===== src/rtl/wdt2_pkg.sv =====
package wdt2_pkg;
  localparam int ADDR_W = 3;

  typedef enum logic [ADDR_W-1:0] {
    A_CTRL   = 3'd0,
    A_RELOAD = 3'd1,
    A_TIMER  = 3'd2,
    A_COUNT  = 3'd3,
    A_STAT1  = 3'd4,
    A_STAT2  = 3'd5,
    A_IEN    = 3'd6
  } wdt2_addr_e;

  localparam int CTRL_HALT_BIT  = 0;
  localparam int CTRL_NR_BIT    = 1;
  localparam int ST2_SECOND_BIT = 0;
  localparam int ST2_BOOT_BIT   = 1;
endpackage


===== src/rtl/wdt2_prescaler.sv =====
module wdt2_prescaler #(
  parameter int DIV = 60_000_000
) (
  input  logic clk_i,
  input  logic clr_i,
  input  logic run_i,
  output logic tick_o
);
  localparam int PW = (DIV > 1) ? $clog2(DIV) : 1;

  generate
    if (DIV == 1) begin : g_direct
      assign tick_o = run_i;
    end else begin : g_div
      localparam logic [PW-1:0] LAST = PW'(DIV - 1);
      logic [PW-1:0] pre_q;

      always_ff @(posedge clk_i) begin
        if (clr_i || !run_i) pre_q <= '0;
        else if (pre_q == LAST) pre_q <= '0;
        else pre_q <= pre_q + 1'b1;
      end

      assign tick_o = run_i && !clr_i && (pre_q == LAST);
    end
  endgenerate
endmodule


===== src/rtl/wdt2_countdown.sv =====
module wdt2_countdown #(
  parameter int TMR_W   = 10,
  parameter int TMR_DEF = 16
) (
  input  logic             clk_i,
  input  logic             rst_i,
  input  logic             por_i,
  input  logic             tick_i,
  input  logic             reload_i,
  input  logic [TMR_W-1:0] tmr_val_i,
  input  logic             no_reboot_i,
  output logic [TMR_W-1:0] cnt_o,
  output logic             first_exp_o,
  output logic             second_exp_o,
  output logic             rst_req_o
);
  logic [TMR_W-1:0] cnt_q;
  logic             armed_q;
  logic             rst_q;
  logic             run_out;

  assign run_out      = tick_i && !reload_i && (cnt_q == '0);
  assign first_exp_o  = run_out && !armed_q;
  assign second_exp_o = run_out && armed_q;

  always_ff @(posedge clk_i) begin
    if (rst_i || por_i) begin
      cnt_q   <= TMR_W'(TMR_DEF);
      armed_q <= 1'b0;
      rst_q   <= 1'b0;
    end else begin
      rst_q <= 1'b0;
      if (reload_i) begin
        cnt_q   <= tmr_val_i;
        armed_q <= 1'b0;
      end else if (tick_i) begin
        if (cnt_q == '0) begin
          cnt_q <= tmr_val_i;
          if (!armed_q) begin
            armed_q <= 1'b1;
          end else begin
            armed_q <= 1'b0;
            rst_q   <= !no_reboot_i;
          end
        end else begin
          cnt_q <= cnt_q - 1'b1;
        end
      end
    end
  end

  assign cnt_o     = cnt_q;
  assign rst_req_o = rst_q;

  // reset request never lasts more than one cycle
  a_r9_single_pulse: assert property (@(posedge clk_i) disable iff (rst_i || por_i)
    rst_q |=> !rst_q);

  // no reset request when the no-reboot function was active
  a_r11_no_reboot: assert property (@(posedge clk_i) disable iff (rst_i || por_i)
    rst_q |-> !$past(no_reboot_i));

  // a reset request needs a second-stage expiry with no reload in between
  a_r10_needs_arm: assert property (@(posedge clk_i) disable iff (rst_i || por_i)
    rst_q |-> $past(second_exp_o));
endmodule


===== src/rtl/wdt2_regfile.sv =====
module wdt2_regfile
  import wdt2_pkg::*;
#(
  parameter int DATA_W  = 16,
  parameter int TMR_W   = 10,
  parameter int TMR_MIN = 4,
  parameter int TMR_DEF = 16
) (
  input  logic              clk_i,
  input  logic              rst_i,
  input  logic              por_i,
  input  logic              wen_i,
  input  logic              ren_i,
  input  logic [ADDR_W-1:0] addr_i,
  input  logic [DATA_W-1:0] wdata_i,
  output logic [DATA_W-1:0] rdata_o,
  output logic              rvalid_o,
  input  logic              lock_i,
  input  logic              first_exp_i,
  input  logic              second_exp_i,
  input  logic [TMR_W-1:0]  cnt_i,
  output logic              halt_o,
  output logic              no_reboot_o,
  output logic              ien_o,
  output logic              sts_to_o,
  output logic              reload_o,
  output logic [TMR_W-1:0]  tmr_val_o
);
  localparam int TMR_MAX = (1 << TMR_W) - 1;
  localparam logic [DATA_W-1:0] MIN_D = DATA_W'(TMR_MIN);
  localparam logic [DATA_W-1:0] MAX_D = DATA_W'(TMR_MAX);

  logic             halt_q, nr_q, ien_q;
  logic             sts_to_q, sts_second_q, sts_boot_q;
  logic [TMR_W-1:0] tmr_q;
  logic             wr_ctrl, wr_timer, wr_stat1, wr_stat2, wr_ien;
  logic             nr_eff;
  logic [DATA_W-1:0] rd_mux;

  function automatic logic [TMR_W-1:0] clamp_tmr(input logic [DATA_W-1:0] v);
    if (v < MIN_D)      return TMR_W'(MIN_D);
    else if (v > MAX_D) return TMR_W'(MAX_D);
    else                return TMR_W'(v);
  endfunction

  assign wr_ctrl  = wen_i && (addr_i == A_CTRL);
  assign reload_o = wen_i && (addr_i == A_RELOAD);
  assign wr_timer = wen_i && (addr_i == A_TIMER);
  assign wr_stat1 = wen_i && (addr_i == A_STAT1);
  assign wr_stat2 = wen_i && (addr_i == A_STAT2);
  assign wr_ien   = wen_i && (addr_i == A_IEN);
  assign nr_eff   = nr_q || lock_i;

  // control, timeout value, enable, timeout status and boot flag
  always_ff @(posedge clk_i) begin
    if (rst_i || por_i) begin
      halt_q     <= 1'b1;
      nr_q       <= 1'b0;
      ien_q      <= 1'b0;
      tmr_q      <= TMR_W'(TMR_DEF);
      sts_to_q   <= 1'b0;
      sts_boot_q <= 1'b0;
    end else begin
      if (wr_ctrl) begin
        halt_q <= wdata_i[CTRL_HALT_BIT];
        nr_q   <= wdata_i[CTRL_NR_BIT];
      end
      if (wr_ien)   ien_q <= wdata_i[0];
      if (wr_timer) tmr_q <= clamp_tmr(wdata_i);

      if (first_exp_i || second_exp_i) sts_to_q <= 1'b1;
      else if (wr_stat1 && wdata_i[0]) sts_to_q <= 1'b0;

      if (second_exp_i && nr_eff) sts_boot_q <= 1'b1;
      else if (wr_stat2 && !wdata_i[ST2_SECOND_BIT] && wdata_i[ST2_BOOT_BIT])
        sts_boot_q <= 1'b0;
    end
  end

  // sticky second-timeout flag: only power-on reset or software clears it
  always_ff @(posedge clk_i) begin
    if (por_i) sts_second_q <= 1'b0;
    else if (second_exp_i) sts_second_q <= 1'b1;
    else if (wr_stat2 && wdata_i[ST2_SECOND_BIT]) sts_second_q <= 1'b0;
  end

  always_comb begin
    rd_mux = '0;
    case (addr_i)
      A_CTRL: begin
        rd_mux[CTRL_HALT_BIT] = halt_q;
        rd_mux[CTRL_NR_BIT]   = nr_eff;
      end
      A_TIMER: rd_mux = DATA_W'(tmr_q);
      A_COUNT: rd_mux = DATA_W'(cnt_i);
      A_STAT1: rd_mux[0] = sts_to_q;
      A_STAT2: begin
        rd_mux[ST2_SECOND_BIT] = sts_second_q;
        rd_mux[ST2_BOOT_BIT]   = sts_boot_q;
      end
      A_IEN:   rd_mux[0] = ien_q;
      default: rd_mux = '0;
    endcase
  end

  always_ff @(posedge clk_i) begin
    if (rst_i || por_i) begin
      rdata_o  <= '0;
      rvalid_o <= 1'b0;
    end else begin
      rvalid_o <= ren_i;
      if (ren_i) rdata_o <= rd_mux;
    end
  end

  assign halt_o      = halt_q;
  assign no_reboot_o = nr_eff;
  assign ien_o       = ien_q;
  assign sts_to_o    = sts_to_q;
  assign tmr_val_o   = tmr_q;

  // timeout status only drops through a write of one
  a_r8_w1c_only: assert property (@(posedge clk_i) disable iff (rst_i || por_i)
    $fell(sts_to_q) |-> $past(wr_stat1 && wdata_i[0]));

  // boot flag drops only through its own write
  a_r13_split_clear: assert property (@(posedge clk_i) disable iff (rst_i || por_i)
    $fell(sts_boot_q) |-> $past(wr_stat2 && !wdata_i[ST2_SECOND_BIT]));

  // stored timeout always within the legal range
  a_r5_range: assert property (@(posedge clk_i) disable iff (rst_i || por_i)
    (DATA_W'(tmr_q) >= MIN_D) && (DATA_W'(tmr_q) <= MAX_D));

  // system reset keeps the second-timeout flag
  a_r12_sticky: assert property (@(posedge clk_i) disable iff (por_i)
    (rst_i && sts_second_q && !wr_stat2) |=> sts_second_q);
endmodule


===== src/rtl/wdt2_watchdog.sv =====
module wdt2_watchdog
  import wdt2_pkg::*;
#(
  parameter int DATA_W   = 16,
  parameter int TMR_W    = 10,
  parameter int TMR_MIN  = 4,
  parameter int TMR_DEF  = 16,
  parameter int TICK_DIV = 60_000_000
) (
  input  logic              clk_i,
  input  logic              rst_i,
  input  logic              por_i,
  input  logic              bus_wen_i,
  input  logic              bus_ren_i,
  input  logic [2:0]        bus_addr_i,
  input  logic [DATA_W-1:0] bus_wdata_i,
  output logic [DATA_W-1:0] bus_rdata_o,
  output logic              bus_rvalid_o,
  input  logic              reboot_lock_i,
  output logic              irq_o,
  output logic              sys_rst_req_o
);
  logic             halt, no_reboot, ien, sts_to, reload, tick;
  logic             first_exp, second_exp;
  logic [TMR_W-1:0] tmr_val, cnt;
  logic             irq_q;

  wdt2_regfile #(
    .DATA_W(DATA_W), .TMR_W(TMR_W), .TMR_MIN(TMR_MIN), .TMR_DEF(TMR_DEF)
  ) u_regs (
    .clk_i(clk_i), .rst_i(rst_i), .por_i(por_i),
    .wen_i(bus_wen_i), .ren_i(bus_ren_i), .addr_i(bus_addr_i),
    .wdata_i(bus_wdata_i), .rdata_o(bus_rdata_o), .rvalid_o(bus_rvalid_o),
    .lock_i(reboot_lock_i), .first_exp_i(first_exp), .second_exp_i(second_exp),
    .cnt_i(cnt), .halt_o(halt), .no_reboot_o(no_reboot), .ien_o(ien),
    .sts_to_o(sts_to), .reload_o(reload), .tmr_val_o(tmr_val)
  );

  wdt2_prescaler #(.DIV(TICK_DIV)) u_pre (
    .clk_i(clk_i), .clr_i(rst_i || por_i || reload), .run_i(!halt), .tick_o(tick)
  );

  wdt2_countdown #(.TMR_W(TMR_W), .TMR_DEF(TMR_DEF)) u_cnt (
    .clk_i(clk_i), .rst_i(rst_i), .por_i(por_i), .tick_i(tick),
    .reload_i(reload), .tmr_val_i(tmr_val), .no_reboot_i(no_reboot),
    .cnt_o(cnt), .first_exp_o(first_exp), .second_exp_o(second_exp),
    .rst_req_o(sys_rst_req_o)
  );

  always_ff @(posedge clk_i) begin
    if (rst_i || por_i) irq_q <= 1'b0;
    else irq_q <= sts_to && ien;
  end
  assign irq_o = irq_q;

  // halted counter holds its value unless reloaded
  a_r2_halt_freeze: assert property (@(posedge clk_i) disable iff (rst_i || por_i)
    (halt && !reload) |=> $stable(cnt));

  // interrupt requires the enable
  a_r7_irq_gate: assert property (@(posedge clk_i) disable iff (rst_i || por_i)
    irq_o |-> $past(ien));

  // a first expiry never requests a reset in the next cycle
  a_r6_first_quiet: assert property (@(posedge clk_i) disable iff (rst_i || por_i)
    first_exp |=> !sys_rst_req_o);
endmodule


===== config.mk =====
export PLATFORM = sky130hd
export DESIGN_NAME = wdt2_watchdog
export DESIGN_NICKNAME = d
export VERILOG_FILES = /design/src/rtl/wdt2_pkg.sv /design/src/rtl/wdt2_prescaler.sv /design/src/rtl/wdt2_countdown.sv /design/src/rtl/wdt2_regfile.sv /design/src/rtl/wdt2_watchdog.sv
export SDC_FILE = /design/constraint.sdc
export NUM_CORES = 1
export LEC_CHECK = 0
export BUFFER_PORTS_ARGS = -buffer_cell sky130_fd_sc_hd__buf_4
export CAP_MARGIN = 20
export CELL_PAD_IN_SITES_DETAIL_PLACEMENT = 2
export CELL_PAD_IN_SITES_GLOBAL_PLACEMENT = 2
export CORE_ASPECT_RATIO = 1.75
export CORE_UTILIZATION = 34
export DETAILED_ROUTE_END_ITERATION = 12
export GPL_ROUTABILITY_DRIVEN = 1
export PLACE_DENSITY_LB_ADDON = 0.1
export SETUP_SLACK_MARGIN = 0.05
export SLEW_MARGIN = 10
export SYNTH_ARGS = -nofsm -noshare
export SYNTH_HDL_FRONTEND = slang
export SYNTH_SLANG_ARGS = --single-unit

===== constraint.sdc =====
create_clock -name clk_i -period 2.9 [get_ports clk_i]
set_input_delay 0.29 -clock clk_i [delete_from_list [all_inputs] [get_ports clk_i]]
set_output_delay 0.29 -clock clk_i [all_outputs]
set_load 0.05 [all_outputs]

Word-level counts from Yosys, hierarchy flattened
Index checks and enable logic that the tools add are counted. W data, S select, Z words.

Mux-type cells: 15. Order comparisons: 2. Eq/ne operators: 7. Bitwise logic cells: 3. Add/subtract/negate cells: 2. Reductions and logical operators: 39.

Operator list (count): $mux W10 (5); $add A26 B1 Y26 const B (1); $eq A26 B26 Y1 const B (1); $logic_and A1 B1 Y1 (18); $gt A16 B10 Y1 const B (1); $lt A16 B3 Y1 const B (1); $pmux W8 S2 (1); $logic_not A10 Y1 (1); $sub A10 B1 Y10 const B (1); $eq A3 B3 Y1 const B (3); $reduce_bool A2 Y1 (4); $mux W1 (7); $eq A3 B2 Y1 const B (2); $logic_not A1 Y1 (6); $pmux W1 S6 (1); $logic_or A1 B1 Y1 (5); $reduce_or A5 Y1 (1); $pmux W1 S4 (1); $reduce_or A2 Y1 (2); $eq A3 B1 Y1 const B (1); $logic_not A3 Y1 (1); $not A1 Y1 (3); $reduce_and A2 Y1 (1).

Register bits after elaboration: 72. Output and inout port bits: 19. Input port bits: 25.

Logic depth before layout (Yosys ltp)
Gate-level depths: netlist of the first run.

Depth in word-level cells: 11. Mapped depth: 8. Depth with buffers taken out: 7.

Cells and area by module
Synthesis of the first run repeated with hierarchy kept, for this count alone.

Cell total of the unflattened synthesis: 405. Area total of the unflattened synthesis: 3530.9 µm².

By module, submodules not included: wdt2_regfile (times used 1, area an instance 1370.1 µm², cells an instance 155); wdt2_prescaler (times used 1, area an instance 1343.8 µm², cells an instance 150); wdt2_countdown (times used 1, area an instance 774.5 µm², cells an instance 96); wdt2_watchdog (times used 1, area an instance 42.5 µm², cells an instance 4).

Worst setup path before layout of the first run
No wires, ideal clock.

Kind: register -> register. Start point: reg u_pre.g_div.pre_q[11]. End point: reg u_cnt.cnt_q[2], in the netlist u_cnt.cnt_o[2]. Period minus slack after synthesis: 2.125 ns. Setup slack: 0.775 ns. Arrival time: 2.008 ns. Stages on the path, launching flop included: 7. Path through: dfxtp_1 -> or4_1 -> or4_1 -> buf_6 -> o21ai_4 -> o21ai_0 -> a32o_1.

Cells in the longest elaborated chain, start to end: 3.

Ends and longest elaborated chain: from (decl) (RTL line wdt2_prescaler.sv:16) `logic [PW-1:0] pre_q;`; from (signal assigned) (RTL line wdt2_prescaler.sv:21) `else pre_q <= pre_q + 1'b1;`; $eq A26 B26 Y1 (RTL line wdt2_prescaler.sv:24) `assign tick_o = run_i && !clr_i && (pre_q == LAST);`; $logic_and A1 B1 Y1 (RTL line wdt2_prescaler.sv:24); $reduce_bool A2 Y1 (no source line); to (signal assigned) (RTL line wdt2_countdown.sv:28) `cnt_q <= TMR_W'(TMR_DEF);`; to (signal assigned) (RTL line wdt2_countdown.sv:34) `cnt_q <= tmr_val_i;`; to (signal assigned) (RTL line wdt2_countdown.sv:38) `cnt_q <= tmr_val_i;`; to (decl) (RTL line wdt2_countdown.sv:17) `logic [TMR_W-1:0] cnt_q;`.

Every way passes these cells. A chain may end at the register's enable or synchronous reset.

Worst setup path in the final report of the first run
Start point: reg u_pre.g_div.pre_q[0]. End point: reg u_cnt.cnt_q[2], in the netlist u_cnt.cnt_o[2].

Same word-level chain as after synthesis.

==> metrics.md, run 1 <==
| Metric | Value |
|---|---|
| Status | finished clean |
| Vias | 2979 |
| Reg power frac | 0.432 |
| Hold Path Class | in -> reg |
| Worst EP arrival | 2.65 ns |
| Crit-path cells | ha_1, nand4_1, or4_1, o21ai_4, o21ai_0, a32o_1 |
| Final hold viol count | 0 |
| Ys Warns | 0 |
| Number of diodes | 0 |
| H-tree lvl count | 3 |
| Crit. End Element | register |
| Seq/Total Area, Yosys | 0.411 |
| Leak | 1.38 nW |
| Ys async rst share | 0 |
| Max Slew Vio Count | 0 |
| Cts-stage hold buffer count | 0 |
| Postcts setup bufs | 0 |
| Util after Layout | 0.426 |
| Tcrit/Tclk final | 0.842 |
| Fraction of layout instances using a drive strength above 1 | 0.160 |
| Largest net degree at the start of global routing | 27 |
| # port buffers | 37 |
| Clock-pin transition on the worst setup and hold timing paths | 0.05 ns |
| Worst-Margin Slew | 0.684 ns |
| Total core area | 9090 um^2 |
| Worst Path Required | 3.11 ns |
| Logic gate share of total power | 0.063 |
| Largest incremental delay on the critical path | 0.73 ns |
| Slowest-stage cell, CP | or4_1 |
| EDFF count, synth | 0 |
| Syn Area/Cell | 8.21 um^2 |
| Final number of setup-violating endpoints | 0 |
| Initial antenna violation count | 0 |
| Final WL | 9890 um |
| Gr ovfl total | 0 |
| Min Tclk post-route | 2.44 ns |
| Initial core utilization | 0.353 |
| Global-route wire length before repair | 16000 um |
| Dpl hpwl | 7420 um |
| DRC viols | 0 |
| CP max FO | 10 |
| Area growth from synthesis to layout | 20.7% |
| Ys flop type | dfxtp_1 |
| Die area | 9850 um^2 |
| Setup TNS | 0 ns |
| Wire per inst | 18.0 um |
| Post-DRT Antenna Nets | 0 |
| Clock buffer depth | 2 |
| Synth Instances | 391 |
| Nets | 455 |
| P_int | 0.00166 W |
| Max Clk Rate | 410 MHz |
| Final Skew | 0.00539 ns |
| Die Y | 131 um |
| Max-Cap Viols | 0 |
| Synthesized area | 3210 um^2 |
| Cts bufs inserted | 9 |
| Die W | 75.5 um |
| Pre-CTS setup slack | 0.468 ns |
| Sw Ratio | 0.219 |
| CTS tree | yes |
| Vias per inst | 5.42 |
| Post-CTS sizing | 0 |
| Num rows | 46 |
| Total GRT Usage | 0.222 |
| Peak supply drop | 0.000268 V |
| R2R setup slack | 0.46 ns |
| Clock power share | 0.505 |
| Relative slew slack | 0.542 |
| CTS root buf | clkbuf_16 |
| # IOs | 44 |
| CTS Sinks | 66 |
| RD Place Congestion | 0.775 |
| Seq cells post-synth | 66 |
| RSZ-0062 raised after global routing | no |
| Synth unique cells | 53 |
| Detailed Route Iter0 Violations | 113 |
| Power per standard cell area | 548 nW/um^2 |
| Startpoint Class | register |
| Vias in the first global route | 3258 |
| Worst-Skew Late Latency | 0.33 ns |
| Sw Pwr | 0.000465 W |
| Drt pass-1 iters | 4 |
| Worst Slack Setup Final | 0.458 ns |
| CP Class | reg -> reg |
[path summary, 6_finish.rpt]
| kind | start | to | cells after the start |
|---|---|---|---|
| hold / removal | reboot_lock_i | u_cnt.rst_req_o | 2 |
| hold reg to reg | u_regs.nr_q | u_cnt.rst_req_o | 1 |
| setup reg to reg | u_pre.g_div.pre_q[0] | u_cnt.cnt_o[2] | 6 |
| setup / recovery | u_pre.g_div.pre_q[0] | u_cnt.cnt_o[2] | 6 |
[cell usage after synthesis (3+ instances only)]
cell type / count / share of area
nor2b_1: 3 / 0.0058
mux2i_1: 12 / 0.037
dfxtp_1: 66 / 0.41
xnor2_1: 8 / 0.022
and3_1: 3 / 0.0058
a21oi_1: 25 / 0.039
o21ai_0: 20 / 0.031
nand2_1: 31 / 0.036
xor2_1: 17 / 0.046
nor2_1: 69 / 0.081
nor3_1: 14 / 0.022
nand3_1: 18 / 0.028
nor4_1: 6 / 0.012
nand4_1: 11 / 0.021
clkbuf_1: 14 / 0.016
a32o_1: 3 / 0.0093
ha_1: 3 / 0.012
o211ai_1: 4 / 0.0093
nand4b_1: 3 / 0.0082
and2_1: 4 / 0.0078
buf_4: 6 / 0.014
inv_1: 11 / 0.013
[logic make-up after synthesis]
family                   after synthesis  share of synthesized area
AND/OR/NAND/NOR                      182                      0.283
multiplexers                          14                     0.0479
flip-flops                            66                      0.411
adder cells (fa/ha/maj)                3                     0.0117
XOR/XNOR                              25                     0.0682
other                                  1                    0.00117
AO/OA/AOI/OAI                         66                      0.127
buffers and inverters                 34                     0.0499
[registers in the layout, summed over array words and instances (netlist names), 10 cells and up]
name / cells
u_pre.g_div.pre_q: 26
u_cnt.cnt_o: 10
u_regs.rdata_o: 10
u_regs.tmr_val_o: 10
[stage by stage]
stage	hold WS [ns]	total power (W)	instances	area (um^2)
2_1_floorplan	0.359	0.00102	396	3230
3_3_place_gp	0.438	0.00107	536	3580
3_5_place_dp	0.472	0.00107	536	3580
4_1_cts	0.130	0.00215	550	3880
5_1_grt	0.135	0.00221	550	3880
6_report	0.141	0.00212	550	3880
[critical path, delay by kind of cell, from the launching register on]
family          cells  cell delay, ns
flops               1            0.39
compound gates      3            0.80
simple gates        2            0.92
fa+ha+maj           1            0.23
[power by group through the flow]
stage,combinational (W),sequential [W],clock [W]
4_1_cts,0.000135,0.000917,0.00110
5_1_grt,0.000145,0.000917,0.00115
6_report,0.000134,0.000917,0.00107
3_5_place_dp,0.000134,0.000936,0
3_3_place_gp,0.000131,0.000936,0
2_1_floorplan,0.0000803,0.000941,0
[per-layer routing]
layer,track usage,wire (um),vias to the layer above
li1,-,-,1429
met1,0.215,3520,1492
met2,0.442,5920,43
met3,0.0376,235,15
met4,0.0893,211,0
met5,0,0,-
[layout make-up]
| cell class | count | area (um^2) |
|---|---|---|
| Multi-Input combinational cell | 296 | 1750 |
| Fill cell | 1078 | 5220 |
| Clock inverter | 3 | 40.0 |
| Timing Repair Buffer | 43 | 323 |
| Tap cell | 120 | 150 |
| Sequential cell | 66 | 1320 |
| Inverter | 11 | 41.3 |
| Clock buffer | 11 | 253 |
[layout by cell type (no fill, tap or decap), types with 11 or more instances in the layout]
cell and count:
a21oi_1 25, nor2_1 69, nand4_1 11, nor3_1 14
nand3_1 18, dfxtp_1 66, mux2i_1 12, o21ai_0 20
nand2_1 31, buf_4 43, xor2_1 17, inv_1 11
No activity file was read; power rests on OpenSTA's default activity.
==> run 2, diff against run 1 <==
--- a/config.mk
+++ b/config.mk
@@ -5,12 +5,13 @@
 export SDC_FILE = /design/constraint.sdc
 export NUM_CORES = 1
 export LEC_CHECK = 0
+export ABC_AREA = 1
 export BUFFER_PORTS_ARGS = -buffer_cell sky130_fd_sc_hd__buf_4
 export CAP_MARGIN = 20
 export CELL_PAD_IN_SITES_DETAIL_PLACEMENT = 2
 export CELL_PAD_IN_SITES_GLOBAL_PLACEMENT = 2
 export CORE_ASPECT_RATIO = 1.75
-export CORE_UTILIZATION = 34
+export CORE_UTILIZATION = 32
 export DETAILED_ROUTE_END_ITERATION = 12
 export GPL_ROUTABILITY_DRIVEN = 1
 export PLACE_DENSITY_LB_ADDON = 0.1
==> constraint.sdc (replaced) <==
create_clock -name clk_i -period 2.4 [get_ports clk_i]
set_input_delay 0.24 -clock clk_i [delete_from_list [all_inputs] [get_ports clk_i]]
set_output_delay 0.24 -clock clk_i [all_outputs]
set_load 0.05 [all_outputs]
==> metrics.md, run 2 <==
| Metric | Value |
|---|---|
| Cell area after layout | 4200 um^2 (+8.3%) |
| Max-Cap Viols | 0 (unchanged) |
| Crit. End Element | register |
| Detailed Route Iter0 Violations | 61 (-46%) |
| DRC viols | 0 (unchanged) |
| Clock-pin transition on the worst setup and hold timing paths | 0.06 ns (about the same) |
| Num rows | 50 (+8.7%) |
| Ys flop type | dfxtp_1 |
| Cts-stage hold buffer count | 0 (unchanged) |
| Post-CTS sizing | 0 (unchanged) |
| Yosys top cell by area | dfxtp_1 |
| Final hold viol count | 0 (unchanged) |
| Wire per inst | 17.3 um (-3.6%) |
| Postcts setup bufs | 0 (unchanged) |
| Vias | 3448 (+16%) |
| Die W | 81.3 um (+7.7%) |
| Util after Layout | 0.393 (-0.0338) |
| CP max FO | 17 (+7) |
| Most numerous cell in the Yosys netlist | nand2_1 |
| Most common cell after layout, fill and taps aside | nand2_1 |
| Final WL | 11700 um (+19%) |
| Final Skew | 0.00649 ns (+0.00109 ns) |
| Placed cells | 660 (+23%) |
| Startpoint Class | register |
| Synthesized area | 3520 um^2 (+9.5%) |
| Max reg flops | 26 (unchanged) |
| Most frequent cells in the layout | nand2_1 (98), nor2_1 (75), dfxtp_1 (66) |
| Vias per inst | 5.10 (-5.8%) |
| Worst-Margin Slew | 0.729 ns (+0.0456 ns) |
| Tcrit/Tclk final | 0.782 (-0.0598) |
| Worst EP arrival | 2.11 ns (-0.54 ns) |
| Power per standard cell area | 654 nW/um^2 (+19%) |
| Die Y | 141 um (+7.8%) |
| Synth top cells by count | nand2_1 (98), nor2_1 (75), dfxtp_1 (66) |
| Reg with most FFs | u_pre.g_div.pre_q |
| CTS Sinks | 66 (unchanged) |
| Number of diodes | 0 (unchanged) |
| Dpl hpwl | 9260 um (+25%) |
| Area growth from synthesis to layout | 19.4% |
| Total core area | 10700 um^2 (+18%) |
| Min Tclk post-route | 1.88 ns (-0.565 ns) |
| Synth Instances | 502 (+28%) |
| Post-DRT Antenna Nets | 0 (unchanged) |
| Hold Path Class | in -> reg |
| Dpl cell area | 3870 um^2 (+8.0%) |
| Synth unique cells | 41 (-23%) |
| Max Slew Vio Count | 0 (unchanged) |
| Nets | 569 (+25%) |
| Seq/Total Area, Yosys | 0.376 (-0.0358) |
| Initial core utilization | 0.329 (-0.0243) |
| # port buffers | 37 (unchanged) |
| Peak supply drop | 0.000363 V (+35%) |
| Hold_ws | 0.0590 ns (-0.0817 ns) |
| Relative slew slack | 0.513 (-0.0288) |
| Initial antenna violation count | 0 (unchanged) |
| Largest net degree at the start of global routing | 22 (-19%) |
| Ys async rst share | 0 (unchanged) |
| Max Clk Rate | 533 MHz (+30%) |
| Worst-Skew Late Latency | 0.34 ns (about the same) |
| H-tree lvl count | 3 (unchanged) |
| CP Class | reg -> reg |
| Cts bufs inserted | 9 (unchanged) |
| Drt pass-1 iters | 4 (unchanged) |
| # IOs | 44 (unchanged) |
| Fraction of layout instances using a drive strength above 1 | 0.183 (+0.0227) |
| RD Place Congestion | 0.810 (+4.6%) |
| EDFF count, synth | 0 (unchanged) |
| Vias in the first global route | 3924 (+20%) |
| Final number of setup-violating endpoints | 0 (unchanged) |
| Setup TNS | 0 ns (unchanged) |
| Gr ovfl total | 0 (unchanged) |
| Final Non-Filler Cells | 676 (+23%) |
| Global-route wire length before repair | 19000 um (+19%) |
| Die area | 11400 um^2 (+16%) |
| Ys Warns | 0 (unchanged) |
| Leak | 1.55 nW (+12%) |
| Worst Path Required | 2.63 ns (-0.48 ns) |
| CTS root buf | clkbuf_16 |
| Seq cells post-synth | 66 (unchanged) |
| Syn Area/Cell | 7.01 um^2 (-15%) |
| Top cells by area, synth | dfxtp_1 (38%), nand2_1 (10%), nor2_1 (8.0%), inv_1 (5.5%), a21oi_1 (4.3%) |
| Status | finished clean |
| Clock buffer depth | 2 (unchanged) |
| Fill cells | 1312 (+22%) |
| Total GRT Usage | 0.223 (+0.000830) |
| RSZ-0062 raised after global routing | no |
| CTS tree | yes |
| Top-area cell type share of the netlist area | 0.376 (-0.0358) |
run 2: cell types whose count changed in the layout (fill, tap and decap cells not counted), sizes merged, moves of 11 or more:
cell and delta:
inv +52, o21ai +15, nand2 +75, nor3 +11, mux2i -12, nor2 +18
run 2: worst max-delay path: stages, from the launching register on:
cell	delay, ns
dfxtp_1	0.33
inv_1	0.14
ha_1	0.17
inv_1	0.04
nor2_1	0.08
nand3_1	0.14
o21ai_4	0.43
inv_2	0.13
nand2_1	0.09
o21ai_0	0.08
nor2_1	0.09
nor2_1	0.05
run 2: layer usage:
layer  GRT usage  part of all wire  vias up
met4       0.112             0.033        0
met1       0.189              0.34     1687
met2       0.464              0.61       46
li1            -                 -     1690
met3      0.0285             0.017       25
met5           0                 0        -
run 2: kinds of logic after synthesis:
| family | synth area share |
|---|---|
| AND/OR/NAND/NOR | 0.345 |
| buffers and inverters | 0.103 |
| adder cells (fa/ha/maj) | 0.0107 |
| XOR/XNOR | 0.0299 |
| AO/OA/AOI/OAI | 0.135 |
| flip-flops | 0.376 |
| other | 0.00107 |
run 2: final timing paths:
| check | start | to | slack [ns] | cells past startpoint |
|---|---|---|---|---|
| worst max-delay path | u_cnt.cnt_o[0] | u_cnt.cnt_o[3] | 0.52 | 11 |
| worst min-delay path | por_i | u_regs.sts_second_q | 0.06 | 2 |
| worst max register to register | u_cnt.cnt_o[0] | u_cnt.cnt_o[3] | 0.52 | 11 |
| worst min register to register | u_pre.g_div.pre_q[0] | u_pre.g_div.pre_q[0] | 0.45 | 1 |
run 2: cell type report:
class | count | area (um^2) | area share
multi-input combinational | 361 | 1850 | 0.441
clock buffer | 10 | 239 | 0.0569
clock inverter | 6 | 88.8 | 0.0211
sequential | 66 | 1320 | 0.315
timing repair buffer | 39 | 293 | 0.0697
inverter | 64 | 241 | 0.0575
tap | 130 | 163 | 0.0387
run 2: through the flow:
stage	power [W]	setup WS, ns
after floorplan	0.00125	0.853
after global placement	0.00131	0.555
after detailed placement	0.00131	0.535
after CTS	0.00278	0.491
after global routing	0.00284	0.292
final	0.00275	0.523
run 2: report_power, final:
part | internal, W | switching [W] | total (W) | leakage [nW]
Sequential | 0.00110 | 0.00000635 | 0.00111 | 0.532
Clock | 0.000939 | 0.000525 | 0.00146 | 0.155
Combinational | 0.0000550 | 0.000119 | 0.000174 | 0.861
Total | 0.00210 | 0.000651 | 0.00275 | 1.55
==> run 3, diff against run 2 <==
--- a/config.mk
+++ b/config.mk
@@ -11,7 +11,7 @@
 export CELL_PAD_IN_SITES_DETAIL_PLACEMENT = 2
 export CELL_PAD_IN_SITES_GLOBAL_PLACEMENT = 2
 export CORE_ASPECT_RATIO = 1.75
-export CORE_UTILIZATION = 32
+export CORE_UTILIZATION = 29
 export DETAILED_ROUTE_END_ITERATION = 12
 export GPL_ROUTABILITY_DRIVEN = 1
 export PLACE_DENSITY_LB_ADDON = 0.1
==> constraint.sdc (replaced) <==
create_clock -name clk_i -period 1.7 [get_ports clk_i]
set_input_delay 0.17 -clock clk_i [delete_from_list [all_inputs] [get_ports clk_i]]
set_output_delay 0.17 -clock clk_i [all_outputs]
set_load 0.05 [all_outputs]
==> metrics.md, run 3 (same netlist as run 2, synthesis figures left out) <==
| Metric | Value |
|---|---|
| Final number of setup-violating endpoints | 0 (unchanged) |
| Min-delay src | bus_wdata_i[9] |
| Tcrit/Tclk final | 0.974 (+0.191) |
| Clock power share | 0.502 (-0.031) |
| Total GRT Usage | 0.217 (-0.00611) |
| Die Y | 148 um (+5.0%) |
| Initial antenna violation count | 0 (unchanged) |
| Drt pass-1 iters | 4 (unchanged) |
| Largest net degree at the start of global routing | 21 (-4.5%) |
| Max Slew Vio Count | 0 (unchanged) |
| H-tree lvl count | 3 (unchanged) |
| Clock-pin transition on the worst setup and hold timing paths | 0.06 ns (about the same) |
| Max-Cap Viols | 0 (unchanged) |
| Post-DRT Antenna Nets | 0 (unchanged) |
| Min Tclk post-route | 1.66 ns (-0.222 ns) |
| Most common cell after layout, fill and taps aside | nand2_1 |
| Final hold viol count | 0 (unchanged) |
| Placed cells | 695 (+5.3%) |
| Final Non-Filler Cells | 724 (+7.1%) |
| Dpl hpwl | 9990 um (+7.9%) |
| Status | finished clean |
| Startpoint Class | register |
| Pre-CTS setup slack | -0.0939 ns (-0.629 ns) |
| Sw Pwr | 0.000953 W (+46%) |
| Area growth from synthesis to layout | 36.0% |
| Cts bufs inserted | 9 (unchanged) |
| Worst Slack Setup Final | 0.0449 ns (-0.478 ns) |
| CP Launch Point | u_cnt.cnt_o[0] |
| Power per standard cell area | 784 nW/um^2 (+20%) |
| Nets | 612 (+7.6%) |
| Vias | 3627 (+5.2%) |
| Logic gate share of total power | 0.080 (+0.017) |
| CTS tree | yes |
| RSZ-0062 raised after global routing | yes |
| P_int | 0.00280 W (+33%) |
| Leak | 1.88 nW (+21%) |
| Vias per inst | 5.01 (-1.8%) |
| Sw Ratio | 0.254 (+0.0173) |
| Vias in the first global route | 4088 (+4.2%) |
| Util after Layout | 0.409 (+0.0160) |
| Wire per inst | 18.2 um (+4.8%) |
| Detailed Route Iter0 Violations | 65 (+6.6%) |
| Hold Path Class | in -> reg |
| Reg2reg start | u_cnt.cnt_o[0] |
| Total core area | 11700 um^2 (+9.5%) |
| Reg power frac | 0.418 (+0.014) |
| Gr ovfl total | 0 (unchanged) |
| Final WL | 13100 um (+12%) |
| Worst-Skew Late Latency | 0.34 ns (about the same) |
| CTS root buf | clkbuf_16 |
| Peak supply drop | 0.000481 V (+33%) |
| Num rows | 52 (+4.0%) |
| Die W | 85.3 um (+4.9%) |
| CP Class | reg -> reg |
| Max Clk Rate | 604 MHz (+13%) |
| CTS Sinks | 66 (unchanged) |
| Die area | 12600 um^2 (+10%) |
| Crit. End Element | register |
| CP max FO | 4 (-13) |
| Global-route wire length before repair | 20700 um (+8.7%) |
| DRC viols | 0 (unchanged) |
| Most frequent cells in the layout | nand2_1 (88), buf_4 (71), dfxtp_1 (59) |
| Final Skew | 0.00826 ns (+0.00177 ns) |
| RD Place Congestion | 0.796 (-1.8%) |
| # IOs | 44 (unchanged) |
| Max reg flops | 26 (unchanged) |
| Worst EP arrival | 1.87 ns (-0.24 ns) |
| # port buffers | 37 (unchanged) |
| Clock buffer depth | 2 (unchanged) |
| Reg with most FFs | u_pre.g_div.pre_q |
| Number of diodes | 0 (unchanged) |
| Worst Path Required | 1.91 ns (-0.72 ns) |
| Fraction of layout instances using a drive strength above 1 | 0.338 (+0.155) |
| Initial core utilization | 0.300 (-0.0285) |
[run 3: cell types whose count changed in the layout (fill, tap and decap cells not counted), moves of 5 or more]
cell     change
buf_4       +32
nor2_1      -18
nor2_2      +16
nand2_1     -10
o21ai_0      -9
dfxtp_1      -7
dfxtp_2      +7
inv_1        -7
inv_2        +6
nand2_2      +6
nand2_4      +5
[run 3: timing repair]
item | in CTS | in global routing
endpoints found under the hold margin | 1 | 0
resized for setup | 22 | 62
gates cloned | 1 | 0
setup endpoints to repair | 20 | 37
pin swaps | 6 | 25
hold buffers | 1 | 0
buffers inserted | 5 | 6
[run 3: cell type report]
class / count / area [um^2]
Sequential cell: 66 / 1330
Clock buffer: 9 / 225
Timing Repair Buffer: 81 / 683
Fill cell: 1397 / 6930
Inverter: 64 / 248
Clock inverter: 7 / 68.8
Multi-Input combinational cell: 362 / 2060
Tap cell: 135 / 169
[run 3: worst max-delay path: stages (launching register included)]
cell	delay (ns)
dfxtp_2	0.33
inv_2	0.08
buf_4	0.13
ha_1	0.21
nand2_1	0.12
nor2_4	0.13
nand2_1	0.07
nand2_1	0.07
nand3_1	0.13
o21ai_0	0.16
a21oi_1	0.10
[run 3: worst paths after layout]
check,depth (start not counted),slack (ns),end
max,10,0.04,u_cnt.cnt_o[8]
min,3,0.08,u_regs.tmr_val_o[9]
min reg2reg,2,0.47,u_regs.sts_boot_q
max reg2reg,10,0.04,u_cnt.cnt_o[8]
[run 3: per-layer routing]
metal | global-route usage | vias to the layer above | share of wire
li1 | - | 1772 | -
met1 | 0.191 | 1779 | 0.34
met2 | 0.466 | 55 | 0.62
met3 | 0.0279 | 21 | 0.021
met4 | 0.0900 | 0 | 0.025
met5 | 0 | - | 0
[run 3: power groups by stage]
stage          combinational (W)  sequential [W]  clock [W]
6_report                0.000300         0.00157    0.00188
5_1_grt                 0.000325         0.00157    0.00200
4_1_cts                 0.000280         0.00157    0.00193
3_5_place_dp            0.000269         0.00160          0
3_3_place_gp            0.000262         0.00160          0
2_1_floorplan           0.000151         0.00161          0
[run 3: per-stage QoR]
| stage | total power, W | instance area [um^2] | hold WS [ns] | setup TNS [ns] |
|---|---|---|---|---|
| after CTS | 0.00378 | 4560 | 0.0716 | 0 |
| after detailed placement | 0.00187 | 4140 | 0.354 | -0.377 |
| final | 0.00375 | 4790 | 0.0789 | 0 |
| after global routing | 0.00389 | 4790 | 0.0942 | -0.0526 |
| after floorplan | 0.00176 | 3540 | 0.239 | 0 |
| after global placement | 0.00186 | 4140 | 0.347 | 0 |
